==> config.mk <==
export PLATFORM = sky130hd
export DESIGN_NAME = cp_cmd_sequencer
export DESIGN_NICKNAME = d
export VERILOG_FILES = /design/src/rtl/cp_seq_pkg.sv /design/src/rtl/cp_seq_tmo_bank.sv /design/src/rtl/cp_seq_sampler.sv /design/src/rtl/cp_seq_judge.sv /design/src/rtl/cp_cmd_sequencer.sv
export SDC_FILE = /design/constraint.sdc
export NUM_CORES = 1
export LEC_CHECK = 0
export ABC_AREA = 1
export BUFFER_PORTS_ARGS = -buffer_cell sky130_fd_sc_hd__buf_2
export CAP_MARGIN = 20
export CORE_MARGIN = 3
export CORE_UTILIZATION = 50
export DETAILED_ROUTE_END_ITERATION = 6
export MAX_ROUTING_LAYER = met4
export PLACE_DENSITY_LB_ADDON = 0.25
export SLEW_MARGIN = 20
export SYNTH_ARGS = -nofsm -noshare
export SYNTH_HDL_FRONTEND = slang
export SYNTH_SLANG_ARGS = --single-unit
==> constraint.sdc <==
create_clock -name clk_i -period 8.1 [get_ports clk_i]
set_input_delay 0 -clock clk_i [delete_from_list [all_inputs] [get_ports clk_i]]
set_output_delay 0 -clock clk_i [all_outputs]
set_load 0.05 [all_outputs]
==> src/rtl/cp_seq_pkg.sv <==
package cp_seq_pkg;
  typedef enum logic [1:0] {
    KIND_PLAIN = 2'd0,
    KIND_STEP  = 2'd1,
    KIND_HALT  = 2'd2,
    KIND_ALT   = 2'd3
  } cmd_kind_e;

  typedef enum logic [1:0] {
    RES_NONE = 2'd0,
    RES_PASS = 2'd1,
    RES_FAIL = 2'd2,
    RES_TMO  = 2'd3
  } result_e;

  typedef enum logic [2:0] {
    ST_IDLE, ST_ISSUE, ST_WAIT, ST_RESET, ST_GAP
  } seq_state_e;

  typedef struct packed {
    logic ack;
    logic busy;
    logic step;
    logic run;
    logic cerr;
    logic merr;
  } port_stat_t;
endpackage

==> src/rtl/cp_seq_tmo_bank.sv <==
module cp_seq_tmo_bank
  import cp_seq_pkg::*;
#(
  parameter int unsigned TW       = 16,
  parameter int unsigned DEF_PLN  = 50,
  parameter int unsigned DEF_STP  = 100,
  parameter int unsigned DEF_HLT  = 5000
) (
  input  logic          clk_i,
  input  logic          rst_ni,
  input  logic          wr_i,
  input  logic [1:0]    sel_i,
  input  logic [TW-1:0] val_i,
  input  cmd_kind_e     kind_i,
  output logic [TW-1:0] limit_o
);
  localparam int unsigned NCLS = 3;
  localparam logic [TW-1:0] DEFS [NCLS] = '{TW'(DEF_PLN), TW'(DEF_STP), TW'(DEF_HLT)};

  logic [TW-1:0] lim_q [NCLS];

  for (genvar g = 0; g < NCLS; g++) begin : g_cls
    always_ff @(posedge clk_i or negedge rst_ni) begin
      if (!rst_ni) lim_q[g] <= DEFS[g];
      else if (wr_i && sel_i == 2'(g)) lim_q[g] <= val_i;
    end
  end

  always_comb begin
    unique case (kind_i)
      KIND_STEP: limit_o = lim_q[1];
      KIND_HALT: limit_o = lim_q[2];
      default:   limit_o = lim_q[0];
    endcase
  end
endmodule

==> src/rtl/cp_seq_sampler.sv <==
module cp_seq_sampler
  import cp_seq_pkg::*;
#(
  parameter int unsigned DW = 16
) (
  input  logic          clk_i,
  input  logic          rst_ni,
  input  port_stat_t    stat_i,
  input  logic [DW-1:0] rdata_i,
  output port_stat_t    stat_o,
  output logic [DW-1:0] rdata_o
);
  always_ff @(posedge clk_i or negedge rst_ni) begin
    if (!rst_ni) begin
      stat_o  <= '0;
      rdata_o <= '0;
    end else begin
      stat_o  <= stat_i;
      rdata_o <= rdata_i;
    end
  end
endmodule

==> src/rtl/cp_seq_judge.sv <==
module cp_seq_judge
  import cp_seq_pkg::*;
#(
  parameter int unsigned DW = 16
) (
  input  cmd_kind_e     kind_i,
  input  port_stat_t    stat_i,
  input  logic [DW-1:0] rdata_i,
  input  logic          chk_en_i,
  input  logic [DW-1:0] chk_exp_i,
  input  logic [DW-1:0] chk_mask_i,
  input  logic          exp_cerr_i,
  input  logic          exp_merr_i,
  output logic          complete_o,
  output logic          pass_o
);
  logic data_ok;
  assign data_ok = ((rdata_i ^ chk_exp_i) & ~chk_mask_i) == '0;

  always_comb begin
    unique case (kind_i)
      KIND_STEP: complete_o = !stat_i.busy && !stat_i.step;
      KIND_HALT: complete_o = !stat_i.busy && !stat_i.run;
      default:   complete_o = stat_i.ack;
    endcase
  end

  // error flags outrank the data check, command error first
  always_comb begin
    if (stat_i.cerr || exp_cerr_i)      pass_o = stat_i.cerr == exp_cerr_i;
    else if (stat_i.merr || exp_merr_i) pass_o = stat_i.merr == exp_merr_i;
    else if (chk_en_i)                  pass_o = data_ok;
    else                                pass_o = 1'b1;
  end
endmodule

==> src/rtl/cp_cmd_sequencer.sv <==
module cp_cmd_sequencer
  import cp_seq_pkg::*;
#(
  parameter int unsigned FW      = 5,
  parameter int unsigned RW      = 3,
  parameter int unsigned DW      = 16,
  parameter int unsigned TW      = 16,
  parameter int unsigned DEF_PLN = 50,
  parameter int unsigned DEF_STP = 100,
  parameter int unsigned DEF_HLT = 5000,
  parameter int unsigned GAP_LEN = 9
) (
  input  logic          clk_i,
  input  logic          rst_ni,
  input  logic          cmd_valid_i,
  input  logic [1:0]    cmd_kind_i,
  input  logic [FW-1:0] cmd_func_i,
  input  logic [RW-1:0] cmd_reg_i,
  input  logic [DW-1:0] cmd_wdata_i,
  input  logic          chk_en_i,
  input  logic [DW-1:0] chk_exp_i,
  input  logic [DW-1:0] chk_mask_i,
  input  logic          exp_cerr_i,
  input  logic          exp_merr_i,
  input  logic          tmo_wr_i,
  input  logic [1:0]    tmo_sel_i,
  input  logic [TW-1:0] tmo_val_i,
  output logic          ready_o,
  output logic          done_o,
  output logic [1:0]    result_o,
  output logic [TW-1:0] cycles_o,
  output logic          port_req_o,
  output logic [FW-1:0] port_func_o,
  output logic [RW-1:0] port_reg_o,
  output logic [DW-1:0] port_wdata_o,
  output logic          port_reset_o,
  input  logic          port_ack_i,
  input  logic          port_busy_i,
  input  logic          port_step_i,
  input  logic          port_run_i,
  input  logic          port_cerr_i,
  input  logic          port_merr_i,
  input  logic [DW-1:0] port_rdata_i
);
  localparam int unsigned GW = $clog2(GAP_LEN + 1);

  seq_state_e    state_q;
  cmd_kind_e     kind_q;
  logic [FW-1:0] func_q;
  logic [RW-1:0] reg_q;
  logic [DW-1:0] wdata_q, exp_q, mask_q;
  logic          chk_q, ecerr_q, emerr_q;
  logic [TW-1:0] cnt_q, cyc_q, limit;
  logic [GW-1:0] gap_q;
  logic          done_q;
  result_e       res_q;

  port_stat_t    stat_raw, stat_s;
  logic [DW-1:0] rdata_s;
  logic          complete, pass;

  assign stat_raw = '{ack: port_ack_i, busy: port_busy_i, step: port_step_i,
                      run: port_run_i, cerr: port_cerr_i, merr: port_merr_i};

  cp_seq_tmo_bank #(.TW(TW), .DEF_PLN(DEF_PLN), .DEF_STP(DEF_STP), .DEF_HLT(DEF_HLT)) i_tmo (
    .clk_i, .rst_ni, .wr_i(tmo_wr_i), .sel_i(tmo_sel_i), .val_i(tmo_val_i),
    .kind_i(kind_q), .limit_o(limit)
  );

  cp_seq_sampler #(.DW(DW)) i_smp (
    .clk_i, .rst_ni, .stat_i(stat_raw), .rdata_i(port_rdata_i),
    .stat_o(stat_s), .rdata_o(rdata_s)
  );

  cp_seq_judge #(.DW(DW)) i_judge (
    .kind_i(kind_q), .stat_i(stat_s), .rdata_i(rdata_s), .chk_en_i(chk_q),
    .chk_exp_i(exp_q), .chk_mask_i(mask_q), .exp_cerr_i(ecerr_q),
    .exp_merr_i(emerr_q), .complete_o(complete), .pass_o(pass)
  );

  always_ff @(posedge clk_i or negedge rst_ni) begin
    if (!rst_ni) begin
      state_q <= ST_IDLE;
      kind_q  <= KIND_PLAIN;
      func_q  <= '0;
      reg_q   <= '0;
      wdata_q <= '0;
      exp_q   <= '0;
      mask_q  <= '0;
      chk_q   <= 1'b0;
      ecerr_q <= 1'b0;
      emerr_q <= 1'b0;
      cnt_q   <= '0;
      cyc_q   <= '0;
      gap_q   <= '0;
      done_q  <= 1'b0;
      res_q   <= RES_NONE;
    end else begin
      done_q <= 1'b0;
      unique case (state_q)
        ST_IDLE: if (cmd_valid_i) begin
          kind_q  <= cmd_kind_e'(cmd_kind_i);
          func_q  <= cmd_func_i;
          reg_q   <= cmd_reg_i;
          wdata_q <= cmd_wdata_i;
          chk_q   <= chk_en_i;
          exp_q   <= chk_exp_i;
          mask_q  <= chk_mask_i;
          ecerr_q <= exp_cerr_i;
          emerr_q <= exp_merr_i;
          state_q <= ST_ISSUE;
        end
        ST_ISSUE: begin
          cnt_q   <= '0;
          state_q <= ST_WAIT;
        end
        ST_WAIT: begin
          // cnt_q==0 holds the stale sample of the request cycle
          if (cnt_q != '0 && complete) begin
            done_q  <= 1'b1;
            res_q   <= pass ? RES_PASS : RES_FAIL;
            cyc_q   <= cnt_q;
            state_q <= ST_IDLE;
          end else if (cnt_q != '0 && cnt_q >= limit) begin
            done_q  <= 1'b1;
            res_q   <= RES_TMO;
            cyc_q   <= cnt_q;
            state_q <= ST_RESET;
          end else begin
            cnt_q <= cnt_q + 1'b1;
          end
        end
        ST_RESET: begin
          gap_q   <= '0;
          state_q <= ST_GAP;
        end
        ST_GAP: begin
          if (gap_q == GW'(GAP_LEN - 1)) state_q <= ST_IDLE;
          else gap_q <= gap_q + 1'b1;
        end
        default: state_q <= ST_IDLE;
      endcase
    end
  end

  assign ready_o      = state_q == ST_IDLE;
  assign port_req_o   = state_q == ST_ISSUE && kind_q != KIND_HALT;
  assign port_reset_o = state_q == ST_RESET;
  assign port_func_o  = func_q;
  assign port_reg_o   = reg_q;
  assign port_wdata_o = wdata_q;
  assign done_o       = done_q;
  assign result_o     = res_q;
  assign cycles_o     = cyc_q;

  AST_REQ_PULSE: assert property (@(posedge clk_i) disable iff (!rst_ni)
    port_req_o |=> !port_req_o);
  AST_REQ_AFTER_ACCEPT: assert property (@(posedge clk_i) disable iff (!rst_ni)
    port_req_o |-> $past(ready_o && cmd_valid_i));
  AST_CYCLES_NONZERO: assert property (@(posedge clk_i) disable iff (!rst_ni)
    done_o |-> cycles_o != '0);
  AST_RESET_PULSE: assert property (@(posedge clk_i) disable iff (!rst_ni)
    port_reset_o |=> !port_reset_o);
  AST_RESET_ON_TMO: assert property (@(posedge clk_i) disable iff (!rst_ni)
    port_reset_o |-> done_o && result_o == 2'd3);
  AST_LOCKOUT: assert property (@(posedge clk_i) disable iff (!rst_ni)
    port_reset_o |-> !ready_o ##1 !ready_o);
  AST_DONE_PULSE: assert property (@(posedge clk_i) disable iff (!rst_ni)
    done_o |=> !done_o);
  AST_RESULT_HOLD: assert property (@(posedge clk_i) disable iff (!rst_ni)
    !done_o |-> $stable(result_o) && $stable(cycles_o));
endmodule

==> impl_metrics.tcl, run 1 <==
set metrics [dict create \
    grt_pass1_wl_mm 32.2 \
    hold_buffers 101 \
    grt_max_degree 97 \
    cts-root-buf "clkbuf_16" \
    antenna_cells 0 \
    seqPwrFrac 0.355 \
    clock_latency_ns 0.43 \
    fin_setup_tns_ns 0 \
    routed_wl_mm 19.1 \
    cts.sinks 173 \
    finClkSkew_ns 0.0111 \
    fin_crit_ns 3.48 \
    port_buffers 150 \
    yosys_warnings 0 \
    p_comb_frac 0.405 \
    synth_commonest_cells "nand2_1, dfrtp_1, inv_1, o21ai_0, nor2_1" \
    switching_power_uw 1370 \
    seq_area_sq_um 4340 \
    fin_nets 1218 \
    status "complete, no violations" \
    ys_ff_latch 173 \
    slew_viol_final 0 \
    synth_edf_count 0 \
    irDropWorstVdd_mv 0.268 \
    multiInputGateArea_sq_um 3110 \
    finalSetupViolations 0 \
    nFillCells 1219 \
    finalCritPeriodShare 0.430 \
    ys.flop_type "dfrtp_1" \
    crit_fanout 33 \
    ctsHtreeMaxLevel 4 \
    ys_types 43 \
    die_h_um 133 \
    setup_ws_ns 4.62 \
    grt_pass1_vias 6797 \
    final_cells 1311 \
    num_rows 45 \
    synth_top_area_share 0.506 \
    tightest_slew_ns 0.992 \
    path_clk_slew_ns 0.07 \
    drt-initial-drc-count 408 \
    async_flop_share 1.00 \
    worstPathArrival_ns 3.84 \
    netlist_area_sq_um 8000 \
    area_growth_pct 30.6 \
    fmax_mhz 287 \
    hold_depth 2 \
    initial_utilization 0.519 \
    wl_per_cell_um 14.6 \
    cts-resized-gates 0 \
    antenna_found_initial 0 \
    clock_path_buffers 2 \
    postCtsSetupRepairBufs 0 \
    hpwlAfterDp_mm 11.8 \
    io_pins 151 \
    cts_tree "yes" \
    leakage_uw 0.00531 \
    die_area_sq_um 17600 \
    hp-class "in2reg" \
    via_per_inst 5.03 \
    startpoint_type "flip-flop" \
    place_ws_ns 4.57 \
    syn_nets 981 \
    ant_nets 0 \
    hold_viol 0 \
    via_count 6592 \
    overflow 0 \
    p_clk_frac 0.240 \
    yosysSeqAreaShare 0.543 \
    drt_drc_violations_left 0 \
    track_usage 0.230 \
    syn_inst 852 \
    cap_viol_max_count 0 \
    ff2ff_path_depth 18 \
    cts_buffers 17 \
    synth_top_area_cell "dfrtp_1" \
    drt_pre_antenna_iters 5 \
    core_area_sq_um 15400 \
    power_density_nw_per_um2 331 \
    dpl.cell_count 1180 \
    avgSynthCellArea_sq_um 9.39 \
    die_w_um 133 \
    finalPower_uw 3470 \
    path_class "reg2reg" \
    relSlewSlack 0.339 \
    layout-drive-gt1-share 0.225 \
    whs_ns 0.216 \
    yosysMostFrequentCell "nand2_1" \
    synth.area.top_cells "dfrtp_1, nand2_1, o21ai_0" \
    end_kind "flip-flop" \
    power_switching_share 0.395 \
    rsz0062_at_grt "no" \
    p_int_uw 2100 \
    gp_congestion 0.868 \
    cp.required_ns 8.46 \
]
==> cell usage in the layout (no fill, tap or decap), types with 6 or more instances in the layout <==
cell             n
nand2_1        208
dfrtp_1        162
buf_2          149
dlygate4sd3_1  101
inv_1           94
o21ai_0         72
nor2_1          60
a21oi_1         41
nand3_1         30
mux2_2          27
ha_1            24
clkbuf_16       17
o2bb2ai_1       11
dfstp_2         11
mux2_4          10
xor2_1           9
nand4_1          7
nand3b_1         7
nor3_1           6
==> state kept, by name (all words and copies together) (netlist names) <==
| register | cells |
|---|---|
| i_tmo.lim_q | 48 |
| cnt_q | 16 |
| cycles_o | 16 |
| exp_q | 16 |
| i_smp.rdata_o | 16 |
| mask_q | 16 |
| port_wdata_o | 16 |
| i_smp.stat_o | 6 |
| port_func_o | 5 |
| gap_q | 4 |
| port_reg_o | 3 |
| state_q | 3 |
| kind_q | 2 |
| result_o | 2 |
| chk_q | 1 |
| done_o | 1 |
| ecerr_q | 1 |
| emerr_q | 1 |
==> worst paths after layout <==
path / start / end / slack [ns]
worst max-delay path: kind_q[0]$_DFFE_PN0P_ / cycles_o[9]$_DFFE_PN0P_ / 4.62
worst min-delay path: port_rdata_i[4] / i_smp.rdata_o[4]$_DFF_PN0_ / 0.22
worst max register to register: kind_q[0]$_DFFE_PN0P_ / cycles_o[9]$_DFFE_PN0P_ / 4.62
worst min register to register: i_tmo.lim_q[32]$_DFFE_PN0P_ / i_tmo.lim_q[32]$_DFFE_PN0P_ / 0.48
max in group asynchronous: rst_ni / i_smp.stat_o[0]$_DFF_PN0_ / 6.35
min in group asynchronous: rst_ni / cycles_o[9]$_DFFE_PN0P_ / 0.23
==> cells by family (layout without fill, tap and decap cells) <==
kind of cell	count (synthesis)	in the layout	synth area share
adders and majority gates	24	24	0.0375
xor gates and xnor gates	9	9	0.00985
muxes	38	38	0.0582
and+or+nand+nor	340	340	0.187
DFF	173	173	0.543
buffers and inverters	132	380	0.0707
AOI/OAI and AO/OA	136	136	0.0944
==> per-stage QoR <==
stage | instance area, sq um | util
floorplan | 8000 | -
global placement | 8840 | 0.573
detailed placement | 8840 | 0.573
CTS | 10400 | 0.677
global route | 10500 | 0.678
finish | 10500 | 0.678
==> metal layers <==
layer | track usage | routed length [um] | vias up
met5 | - | 0 | -
met4 | 0.0635 | 377 | 0
met3 | 0.0540 | 922 | 40
met2 | 0.388 | 9750 | 187
met1 | 0.280 | 8060 | 3136
li1 | - | - | 3229
==> worst max-delay path: stages, from the launching register on <==
cell     delay, ns
dfrtp_1       0.35
inv_1         0.06
ha_1          0.68
inv_1         0.43
o21ai_0       0.26
inv_1         0.07
ha_1          0.27
nand2_1       0.04
nor2_1        0.08
nor2_1        0.04
nand2_1       0.05
nand2_1       0.04
nand2_1       0.05
nand2_1       0.04
nand2_1       0.10
nand3_2       0.44
inv_1         0.24
nand2_1       0.07
nand2_1       0.07
==> final cells by class <==
type                    instances  area share
clock inverters                10      0.0133
well taps                     211      0.0253
multi-input cells             547       0.297
clock buffers                  20      0.0437
inverters                      98      0.0352
repair buffers                252       0.170
flip-flops and latches        173       0.415
==> power groups by stage <==
| stage | Clock, uW | Sequential (uW) | Combinational [uW] |
|---|---|---|---|
| 3_5_place_dp | 0 | 1230 | 1360 |
| 3_3_place_gp | 0 | 1230 | 1330 |
| 5_1_grt | 885 | 1260 | 1560 |
| 2_1_floorplan | 0 | 1460 | 838 |
| 4_1_cts | 839 | 1220 | 1400 |
| 6_report | 832 | 1230 | 1400 |
Note: power is estimated with default switching activity, not from simulation.
==> run 2, diff against run 1 <==
==> constraint.sdc (replaced) <==
create_clock -name clk_i -period 3.3 [get_ports clk_i]
set_input_delay 0 -clock clk_i [delete_from_list [all_inputs] [get_ports clk_i]]
set_output_delay 0 -clock clk_i [all_outputs]
set_load 0.05 [all_outputs]
==> run 2 against run 1 <==
Effect of this change: flip-flop and latch count did not move; die area unchanged; worst setup slack worse by 4.2 ns; power is 150% higher; fmax is 20% higher; clock skew is 0.0014 ns lower; final area up 0.37%; clock power increased by 140%; largest cell class unchanged.
==> impl_metrics.tcl, run 2 (synthesis gave the netlist of run 1 again) <==
set metrics [dict create \
    gp_congestion 0.885 \
    seq_area_sq_um 4340 \
    end_kind "flip-flop" \
    area_growth_pct 31.1 \
    antenna_cells 0 \
    status "complete, no violations" \
    path_clk_slew_ns 0.07 \
    whs_ns 0.134 \
    core_area_sq_um 15400 \
    wl_per_cell_um 14.7 \
    dpl-instance-area_sq_um 8880 \
    layout-drive-gt1-share 0.230 \
    fin_crit_ns 2.90 \
    fin_nets 1223 \
    drt_pre_antenna_iters 5 \
    port_buffers 150 \
    irDropWorstVdd_mv 0.664 \
    setup_ws_ns 0.402 \
    crit_fanout 16 \
    drt_drc_violations_left 0 \
    startpoint_type "flip-flop" \
    cts.sinks 173 \
    cp.required_ns 3.64 \
    endpoint "cnt_q[15]$_DFFE_PN0P_" \
    worstPathArrival_ns 3.24 \
    via_per_inst 4.98 \
    final_common_cell "nand2_1" \
    die_area_sq_um 17600 \
    fmax_mhz 345 \
    track_usage 0.232 \
    relSlewSlack 0.335 \
    final_cells 1318 \
    nFillCells 1238 \
    finalSetupViolations 0 \
    rrSetupSlack_ns 0.40 \
    die_h_um 133 \
    largest_register "i_tmo.lim_q" \
    cts_buffers 17 \
    tightest_slew_ns 0.997 \
    cts-root-buf "clkbuf_16" \
    timing.rr.start "kind_q[0]$_DFFE_PN0P_" \
    overflow 0 \
    drt-initial-drc-count 333 \
    r2r_end "cnt_q[15]$_DFFE_PN0P_" \
    cap_viol_max_count 0 \
    mostFrequentLayoutCells "nand2_1, dfrtp_1, buf_2" \
    largest_register_ffs 48 \
    io_pins 151 \
    place_ws_ns 0.235 \
    path_class "reg2reg" \
    die_w_um 133 \
    slew_viol_final 0 \
    grt_pass1_wl_mm 32.1 \
    hp-class "in2async" \
    cts_tree "yes" \
    power_density_nw_per_um2 811 \
    hpwlAfterDp_mm 12.1 \
    hold_viol 0 \
    ant_nets 0 \
    finalCritPeriodShare 0.878 \
    timing.critical_path.from "kind_q[0]$_DFFE_PN0P_" \
    multiInputGateArea_sq_um 3120 \
    ctsHtreeMaxLevel 4 \
    via_count 6565 \
    routed_wl_mm 19.4 \
    dpl.cell_count 1185 \
    num_rows 45 \
    finClkSkew_ns 0.00972 \
    grt_pass1_vias 6691 \
    clock_path_buffers 2 \
    leakage_uw 0.00533 \
    fin_setup_tns_ns 0 \
    grt_max_degree 85 \
    rsz0062_at_grt "no" \
    ff2ff_path_depth 17 \
    clock_latency_ns 0.43 \
    initial_utilization 0.519 \
    antenna_found_initial 0 \
    fin_area_sq_um 10500 \
]
==> run 2: cell types whose count changed in the layout (fill, tap and decap cells not counted), moves of 2 or more <==
cell       previous run  this run
clkinv_2              3         1
bufinv_16             3         1
inv_6                 2         5
buf_4                 1         6
==> run 2: power by group <==
part	switching, uW	internal, uW	total [uW]
registers	333	2690	3020
clock network	876	1120	1990
logic	2240	1250	3500
total	3450	5060	8510
==> run 2: repair_timing <==
item	4_1_cts	5_1_grt
hold buffers	101	0
resized for setup	0	1
endpoints found under the hold margin	204	0
setup endpoints to repair	0	19
buffers inserted	0	0
==> run 2: worst min-delay path by stage <==
stage                 from                  endpoint
CTS                 rst_ni  cycles_o[11]$_DFFE_PN0P_
floorplan           rst_ni         chk_q$_DFFE_PN0P_
detailed placement  rst_ni  cycles_o[11]$_DFFE_PN0P_
finish              rst_ni  cycles_o[11]$_DFFE_PN0P_
global placement    rst_ni  cycles_o[11]$_DFFE_PN0P_
global route        rst_ni  cycles_o[11]$_DFFE_PN0P_
==> run 2: worst max-delay path, cell delays in order (launching register included) <==
cell and delay (ns):
dfrtp_1 0.35, inv_1 0.06, ha_1 0.30, inv_1 0.42, o2bb2ai_1 0.15, ha_1 0.31
nand2_1 0.07, nor2_1 0.10, nor2_1 0.05, nand2_1 0.05, nand2_1 0.04, nand2_1 0.06
nand2_1 0.05, nand2_1 0.13, nand2_2 0.08, nand2_4 0.19, nand2_4 0.16, o21ai_0 0.21
==> run 2: area by class of cell <==
type / count / area share
sequential: 173 / 0.414
multi-input combinational: 547 / 0.297
timing repair buffer: 257 / 0.173
clock buffer: 20 / 0.0445
inverter: 98 / 0.0351
tap: 211 / 0.0252
clock inverter: 12 / 0.0117
==> run 2: through the flow <==
stage	util	total power, uW
detailed placement	0.576	6400
finish	0.680	8510
floorplan	-	5640
global route	0.680	9070
CTS	0.679	8500
global placement	0.576	6310
==> run 2: routing by layer <==
layer  routed length (um)  share of wire  GRT usage  up-vias
li1                     -              -          -     3250
met4                  342          0.018     0.0704        0
met1                 8280           0.43      0.276     3102
met5                    0              0          -        -
met3                 1060          0.055     0.0597       31
met2                 9720           0.50      0.389      182
